--- config.mk ---
export PLATFORM = sky130hd
export DESIGN_NAME = spec_rob
export DESIGN_NICKNAME = d
export VERILOG_FILES = /design/src/rtl/rob_pkg.sv /design/src/rtl/rob_ctrl.sv /design/src/rtl/rob_store.sv /design/src/rtl/spec_rob.sv
export SDC_FILE = /design/constraint.sdc
export NUM_CORES = 1
export LEC_CHECK = 0
export ABC_AREA = 1
export ABC_CLOCK_PERIOD_IN_PS = 3400
export BUFFER_PORTS_ARGS = -buffer_cell sky130_fd_sc_hd__buf_2
export CAP_MARGIN = 20
export CORE_ASPECT_RATIO = 0.5
export CORE_MARGIN = 2
export CORE_UTILIZATION = 29
export DETAILED_ROUTE_END_ITERATION = 6
export GPL_TIMING_DRIVEN = 0
export PLACE_DENSITY_LB_ADDON = 0.3
export SLEW_MARGIN = 10
export SYNTH_ARGS = -nofsm -noshare
export SYNTH_HDL_FRONTEND = slang
export SYNTH_SLANG_ARGS = --single-unit
--- constraint.sdc ---
create_clock -name clk -period 3.4 [get_ports clk]
set_input_delay 0.68 -clock clk [delete_from_list [all_inputs] [get_ports clk]]
set_output_delay 0.68 -clock clk [all_outputs]
set_load 0.01 [all_outputs]
--- src/rtl/rob_pkg.sv ---
package rob_pkg;

  // Instruction kind codes held in each slot.
  localparam logic [1:0] KIND_REG    = 2'd0;
  localparam logic [1:0] KIND_STORE  = 2'd1;
  localparam logic [1:0] KIND_BRANCH = 2'd2;

  // Strobes from the control to the slot storage.
  typedef struct packed {
    logic alloc;     // write a new slot at the tail
    logic retire;    // release the head slot
    logic clearAll;  // drop every slot
  } robStrobe_t;

endpackage

--- src/rtl/rob_ctrl.sv ---
module rob_ctrl
  import rob_pkg::*;
#(
  parameter int DEPTH = 8,
  localparam int IDX_W = $clog2(DEPTH),
  localparam int CNT_W = IDX_W + 1
) (
  input  logic             clk,
  input  logic             rstN,
  input  logic             issueValid,
  input  logic             flushIn,
  input  logic             headValid,
  input  logic             headReady,
  input  logic [1:0]       headKind,
  input  logic             headMis,
  output robStrobe_t       strobe,
  output logic [IDX_W-1:0] headIdx,
  output logic [IDX_W-1:0] tailIdx,
  output logic [CNT_W-1:0] count,
  output logic             issueReady,
  output logic             full,
  output logic             empty
);

  logic [IDX_W-1:0] headQ, tailQ;
  logic [CNT_W-1:0] countQ;
  logic             canRetire, mispFlush, doAlloc;
  logic [IDX_W-1:0] headNext;

  assign full      = (countQ == CNT_W'(DEPTH));
  assign empty     = (countQ == '0);
  assign canRetire = headValid && headReady && !flushIn;
  assign mispFlush = canRetire && (headKind == KIND_BRANCH) && headMis;
  assign issueReady = !full && !flushIn && !mispFlush;
  assign doAlloc   = issueValid && issueReady;
  assign headNext  = headQ + IDX_W'(1);

  always_comb begin
    strobe          = '0;
    strobe.alloc    = doAlloc;
    strobe.retire   = canRetire;
    strobe.clearAll = flushIn || mispFlush;
  end

  always_ff @(posedge clk or negedge rstN) begin
    if (!rstN) begin
      headQ  <= '0;
      tailQ  <= '0;
      countQ <= '0;
    end else if (flushIn) begin
      tailQ  <= headQ;
      countQ <= '0;
    end else if (mispFlush) begin
      headQ  <= headNext;
      tailQ  <= headNext;
      countQ <= '0;
    end else begin
      if (canRetire) headQ <= headNext;
      if (doAlloc)   tailQ <= tailQ + IDX_W'(1);
      countQ <= countQ + CNT_W'(doAlloc) - CNT_W'(canRetire);
    end
  end

  assign headIdx = headQ;
  assign tailIdx = tailQ;
  assign count   = countQ;

  // occupancy never exceeds the slot count
  assert_count_bound_R3: assert property (@(posedge clk) disable iff (!rstN)
    countQ <= CNT_W'(DEPTH));

  // nothing is allocated while full
  assert_no_alloc_full_R3: assert property (@(posedge clk) disable iff (!rstN)
    full |-> !strobe.alloc);

  // only a valid, completed head is released
  assert_retire_ready_R6: assert property (@(posedge clk) disable iff (!rstN)
    strobe.retire |-> (headValid && headReady));

  // an ordinary retirement moves the head by exactly one
  assert_head_step_R6: assert property (@(posedge clk) disable iff (!rstN)
    (strobe.retire && !strobe.clearAll) |=> (headQ == $past(headQ) + IDX_W'(1)));

  // a flush leaves the queue empty
  assert_flush_empty_R9: assert property (@(posedge clk) disable iff (!rstN)
    flushIn |=> (countQ == '0 && tailQ == headQ));

  // a mispredicted branch retirement leaves the queue empty
  assert_misp_empty_R8: assert property (@(posedge clk) disable iff (!rstN)
    (mispFlush && !flushIn) |=> (countQ == '0 && tailQ == headQ));

  // issue and retirement together keep the count
  assert_count_hold_R11: assert property (@(posedge clk) disable iff (!rstN)
    (strobe.alloc && strobe.retire && !strobe.clearAll) |=> $stable(countQ));

endmodule

--- src/rtl/rob_store.sv ---
module rob_store
  import rob_pkg::*;
#(
  parameter int DEPTH  = 8,
  parameter int DATA_W = 32,
  parameter int DEST_W = 16,
  localparam int IDX_W = $clog2(DEPTH)
) (
  input  logic              clk,
  input  logic              rstN,
  input  robStrobe_t        strobe,
  input  logic [IDX_W-1:0]  allocIdx,
  input  logic [IDX_W-1:0]  headIdx,
  input  logic [1:0]        issueKind,
  input  logic [DEST_W-1:0] issueDest,
  input  logic              doneValid,
  input  logic [IDX_W-1:0]  doneTag,
  input  logic [DATA_W-1:0] doneValue,
  input  logic              doneMispredict,
  input  logic [IDX_W-1:0]  lookupTag,
  output logic              lookupHit,
  output logic [DATA_W-1:0] lookupValue,
  output logic              headValid,
  output logic              headReady,
  output logic [1:0]        headKind,
  output logic              headMis,
  output logic [DEST_W-1:0] headDest,
  output logic [DATA_W-1:0] headValue
);

  logic [DEPTH-1:0]  validQ, readyQ, misQ;
  logic [1:0]        kindQ  [DEPTH];
  logic [DEST_W-1:0] destQ  [DEPTH];
  logic [DATA_W-1:0] valueQ [DEPTH];

  for (genvar i = 0; i < DEPTH; i++) begin : gSlot
    logic allocHere, retireHere, doneHere;
    assign allocHere  = strobe.alloc  && (allocIdx == IDX_W'(i));
    assign retireHere = strobe.retire && (headIdx  == IDX_W'(i));
    assign doneHere   = doneValid && (doneTag == IDX_W'(i)) && validQ[i];

    always_ff @(posedge clk or negedge rstN) begin
      if (!rstN) begin
        validQ[i] <= 1'b0;
        readyQ[i] <= 1'b0;
        misQ[i]   <= 1'b0;
      end else if (strobe.clearAll) begin
        validQ[i] <= 1'b0;
        readyQ[i] <= 1'b0;
      end else if (allocHere) begin
        validQ[i] <= 1'b1;
        readyQ[i] <= 1'b0;
        misQ[i]   <= 1'b0;
      end else if (retireHere) begin
        validQ[i] <= 1'b0;
        readyQ[i] <= 1'b0;
      end else if (doneHere) begin
        readyQ[i] <= 1'b1;
        misQ[i]   <= doneMispredict;
      end
    end

    always_ff @(posedge clk) begin
      if (allocHere) begin
        kindQ[i] <= issueKind;
        destQ[i] <= issueDest;
      end
      if (doneHere) valueQ[i] <= doneValue;
    end
  end

  assign lookupHit   = validQ[lookupTag] && readyQ[lookupTag];
  assign lookupValue = valueQ[lookupTag];

  assign headValid = validQ[headIdx];
  assign headReady = readyQ[headIdx];
  assign headKind  = kindQ[headIdx];
  assign headMis   = misQ[headIdx];
  assign headDest  = destQ[headIdx];
  assign headValue = valueQ[headIdx];

  // allocation never lands on an occupied slot
  assert_alloc_free_R2: assert property (@(posedge clk) disable iff (!rstN)
    strobe.alloc |-> !validQ[allocIdx]);

  // a completion to a live slot leaves it ready with the value
  assert_done_ready_R4: assert property (@(posedge clk) disable iff (!rstN)
    (doneValid && validQ[doneTag] && !strobe.clearAll && !(strobe.retire && headIdx == doneTag))
      |=> (readyQ[$past(doneTag)] && valueQ[$past(doneTag)] == $past(doneValue)));

endmodule

--- src/rtl/spec_rob.sv ---
module spec_rob
  import rob_pkg::*;
#(
  parameter int DEPTH  = 8,
  parameter int DATA_W = 32,
  parameter int DEST_W = 16,
  parameter int REG_W  = 5,
  localparam int IDX_W = $clog2(DEPTH),
  localparam int CNT_W = IDX_W + 1
) (
  input  logic              clk,
  input  logic              rstN,
  input  logic              issueValid,
  input  logic [1:0]        issueKind,
  input  logic [DEST_W-1:0] issueDest,
  output logic              issueReady,
  output logic [IDX_W-1:0]  issueTag,
  input  logic              doneValid,
  input  logic [IDX_W-1:0]  doneTag,
  input  logic [DATA_W-1:0] doneValue,
  input  logic              doneMispredict,
  input  logic [IDX_W-1:0]  lookupTag,
  output logic              lookupHit,
  output logic [DATA_W-1:0] lookupValue,
  output logic              commitRegEn,
  output logic [REG_W-1:0]  commitRegIdx,
  output logic [DATA_W-1:0] commitRegData,
  output logic              commitMemEn,
  output logic [DEST_W-1:0] commitMemAddr,
  output logic [DATA_W-1:0] commitMemData,
  input  logic              flushIn,
  output logic              full,
  output logic              empty,
  output logic [CNT_W-1:0]  count
);

  robStrobe_t        strobe;
  logic [IDX_W-1:0]  headIdx, tailIdx;
  logic              headValid, headReady, headMis;
  logic [1:0]        headKind;
  logic [DEST_W-1:0] headDest;
  logic [DATA_W-1:0] headValue;

  rob_ctrl #(.DEPTH(DEPTH)) uCtrl (
    .clk(clk), .rstN(rstN), .issueValid(issueValid), .flushIn(flushIn),
    .headValid(headValid), .headReady(headReady), .headKind(headKind),
    .headMis(headMis), .strobe(strobe), .headIdx(headIdx), .tailIdx(tailIdx),
    .count(count), .issueReady(issueReady), .full(full), .empty(empty)
  );

  rob_store #(.DEPTH(DEPTH), .DATA_W(DATA_W), .DEST_W(DEST_W)) uStore (
    .clk(clk), .rstN(rstN), .strobe(strobe), .allocIdx(tailIdx), .headIdx(headIdx),
    .issueKind(issueKind), .issueDest(issueDest), .doneValid(doneValid),
    .doneTag(doneTag), .doneValue(doneValue), .doneMispredict(doneMispredict),
    .lookupTag(lookupTag), .lookupHit(lookupHit), .lookupValue(lookupValue),
    .headValid(headValid), .headReady(headReady), .headKind(headKind),
    .headMis(headMis), .headDest(headDest), .headValue(headValue)
  );

  assign issueTag      = tailIdx;
  assign commitRegEn   = strobe.retire && (headKind == KIND_REG);
  assign commitRegIdx  = headDest[REG_W-1:0];
  assign commitRegData = headValue;
  assign commitMemEn   = strobe.retire && (headKind == KIND_STORE);
  assign commitMemAddr = headDest;
  assign commitMemData = headValue;

  // one write port active at a time
  assert_single_commit_R10: assert property (@(posedge clk) disable iff (!rstN)
    !(commitRegEn && commitMemEn));

  // no architectural write during a flush
  assert_flush_no_commit_R9: assert property (@(posedge clk) disable iff (!rstN)
    flushIn |-> !(commitRegEn || commitMemEn));

endmodule

==> results.py <==
metrics = {
    "run_status": {
        "status": "complete, no violations",
    },
    "grt": {
        "grt_util_all_layers": 0.179,
        "antenna_found_initial": 3,
        "grt_overflow_total": 0,
        "grt_pass1_vias": 15200,
        "grt_max_degree": 35,
        "grt_pass1_wl_um": 95600,
    },
    "sta": {
        "tightestPinTransition_ns": 1.07,
        "max_slew_margin": 0.289,
        "setup_viol": 0,
        "skew_ns": 0.0142,
        "hold_violations": 0,
        "final.setup.tns_ns": 0,
        "period_needed_ns": 3.34,
        "finalCritPeriodShare": 0.982,
        "max_freq_mhz": 300,
        "finalMaxSlewViolations": 0,
    },
    "yosys": {
        "synth_top_area_share": 0.593,
        "ys_top_cells_by_count": "400 x edfxtp_1, 327 x o21ai_0, 241 x nand2_1",
        "ys.flop_type": "edfxtp_1",
        "syn_nets": 2027,
        "synth_edf_count": 400,
        "synth_area_leaders": "edfxtp_1 59%, o21ai_0 8.1%, nand2_1 4.5%",
        "ys_warn_count": 0,
        "synth_top_area_cell": "edfxtp_1",
        "synth-seq-area-share": 0.635,
        "synth_area_um2": 20300,
        "synthCells": 1946,
        "synth_cell_type_count": 41,
        "synthArstFlopShare": 0.0783,
        "yosysMostFrequentCell": "edfxtp_1",
        "ys_ff_latch": 434,
        "syn_avg_cell_area_um2": 10.4,
    },
    "layout": {
        "final_layout_size_suffix_gt1_frac": 0.198,
        "nets": 2276,
        "fin_area_um2": 24400,
        "area_delta_synth_final_pct": 20.3,
    },
    "drt": {
        "drtIter0Drc": 1799,
        "remaining_drc_errors": 0,
        "ant_nets": 0,
        "viasPerCell": 5.03,
        "wl_per_cell_um": 20.8,
        "routed_wl_um": 66100,
        "first_pass_iters": 6,
        "vias": 16000,
    },
    "place": {
        "dp_hpwl_um": 44900,
        "port_buffers": 190,
        "dpl_cell_area_um2": 22700,
        "gp_congestion": 0.858,
    },
    "floorplanning": {
        "start_util": 0.294,
        "die_y_um": 191,
        "dieArea_um2": 72100,
        "dieWidth_um": 378,
        "ioPinCount": 192,
        "core_area_um2": 69000,
        "fp-row-count": 68,
    },
    "critical_path": {
        "cp_top_family": "buffers and inverters",
        "worstSetupPathType": "input pin to output port",
        "cp_slowest_stage_delay_ns": 0.45,
        "path_depth": 7,
        "cp.arrival_ns": 2.66,
        "path_max_fanout": 10,
        "cp.required_ns": 2.72,
        "start_kind": "input pin",
        "cp_num_buf_inv": 5,
        "rr_worst_depth": 11,
        "cp-end-kind": "output port",
        "reg2reg_from": "uCtrl.headIdx[0]$_DFFE_PN0P_",
        "path_cells": "buf_2 > clkbuf_2 > clkbuf_2 > clkbuf_1 > o21ai_0 > a31oi_1 > buf_2",
        "crit_path_top_delay_cell": "clkbuf_1",
        "cp-startpoint": "lookupTag[0]",
    },
    "pwr": {
        "p_leak_nw": 9.17,
        "irDropWorstVdd_uv": 425,
        "p_per_area_nw_per_um2": 760,
    },
    "clocking": {
        "cts_tree": "yes",
        "cts_buffer_depth": 3,
        "cts_setup_buffers": 0,
        "clkTransAtPathRegs_ns": 0.06,
        "cts_made_buffers": 45,
        "htree_levels": 2,
        "clkLatencyLatePin_ns": 0.58,
        "clkSinkCount": 434,
        "cts_root_buf": "clkbuf_16",
        "cts-hold-fix-buffers": 0,
    },
    "worst_hold_path": {
        "holdCritPathClass": "input pin to asynchronous set/reset pin",
    },
    "flow_run": {
        "drv_cap": 0,
    },
}
[cells in the final DEF, fill, tap and decap left out, types with 33 or more instances in the layout]
cell type / n
nor2_1: 207
buf_2: 202
o211ai_1: 64
nand3_1: 37
a31oi_1: 65
dfrtp_1: 33
edfxtp_1: 400
buf_4: 46
nand2_1: 241
inv_1: 149
clkbuf_2: 43
clkbuf_16: 47
clkbuf_1: 40
a21oi_1: 139
o21ai_0: 321
[final cells by class]
cell class	instances	area, µm²
antenna	2	5.00
buffer	168	1080
clock buffer	59	1220
clock inverter	22	101
fill	6893	44600
inverter	159	604
multi-input combinational	1184	6120
sequential	434	12900
tap	945	1180
timing repair buffer	203	1200
[logic make-up after synthesis]
logic type / Yosys count / share of synthesized area
AOI/OAI and AO/OA: 645 / 0.174
xor gates and xnor gates: 3 / 0.00130
adders and majority gates: 19 / 0.0121
buffers and inverters: 328 / 0.0712
DFF: 434 / 0.635
and+or+nand+nor: 517 / 0.106
[flip-flops by register name (all words and copies together), names as in the netlist]
| signal | cells |
|---|---|
| uStore.destQ | 128 |
| uStore.valueQ | 256 |
| uCtrl.tailIdx | 3 |
| uStore.readyQ | 8 |
| uStore.misQ | 8 |
| uStore.validQ | 8 |
| uCtrl.headIdx | 3 |
| uStore.kindQ | 16 |
| uCtrl.count | 4 |
[metrics by stage]
stage               setup slack [ns]  instances  total power, W  utilization  hold WS (ns)
detailed placement            -0.505       3094          0.0137        0.329         0.462
global placement               -1.40       3081          0.0136        0.325         0.461
global route                -0.00896       3176          0.0195        0.353         0.262
CTS                           0.0118       3174          0.0185        0.352         0.214
finish                        0.0616       3176          0.0185        0.353         0.200
floorplan                      0.579       1946          0.0106            -         0.384
[power breakdown]
group          leakage (nW)  switching, W  internal, W
registers              4.06      0.000120      0.00606
clock network         0.643       0.00207      0.00252
logic                  4.47       0.00498      0.00277
total                  9.17       0.00718       0.0113
[final timing paths]
kind / end / slack, ns
setup reg to reg: uStore.destQ[3][0]$_DFFE_PP_ / 0.34
hold reg to reg: uStore.misQ[4]$_DFFE_PN0P_ / 0.48
min in group clk: uStore.valueQ[5][31]$_DFFE_PP_ / 0.37
max in group asynchronous: uCtrl.headIdx[1]$_DFFE_PN0P_ / 2.61
hold / removal: uCtrl.count[1]$_DFF_PN0_ / 0.20
setup / recovery: lookupValue[30] / 0.06
[layer usage]
| metal | part of all wire | up-vias | global-route usage |
|---|---|---|---|
| li1 | - | 7392 | - |
| met1 | 0.40 | 7737 | 0.224 |
| met3 | 0.075 | 127 | 0.0291 |
| met2 | 0.49 | 702 | 0.308 |
| met4 | 0.033 | 2 | 0.0745 |
| met5 | 0.00024 | - | 0 |
[worst register-to-register path: stages, from the launching register on]
cell and delay, ns:
dfrtp_1 0.39, buf_6 0.19, buf_6 0.25, nor2_1 0.07, nor2_1 0.08, o21ai_1 0.09, nand3_1 0.10, nand2_1 0.14
nand3_4 0.14, buf_6 0.17, nand4_1 0.20, inv_1 0.84
[what timing repair did]
action,4_1_cts,5_1_grt
endpoints found under the setup margin,118,53
gates resized for setup,117,48
pin swaps,0,1
Note: power is estimated with default switching activity, not from simulation.
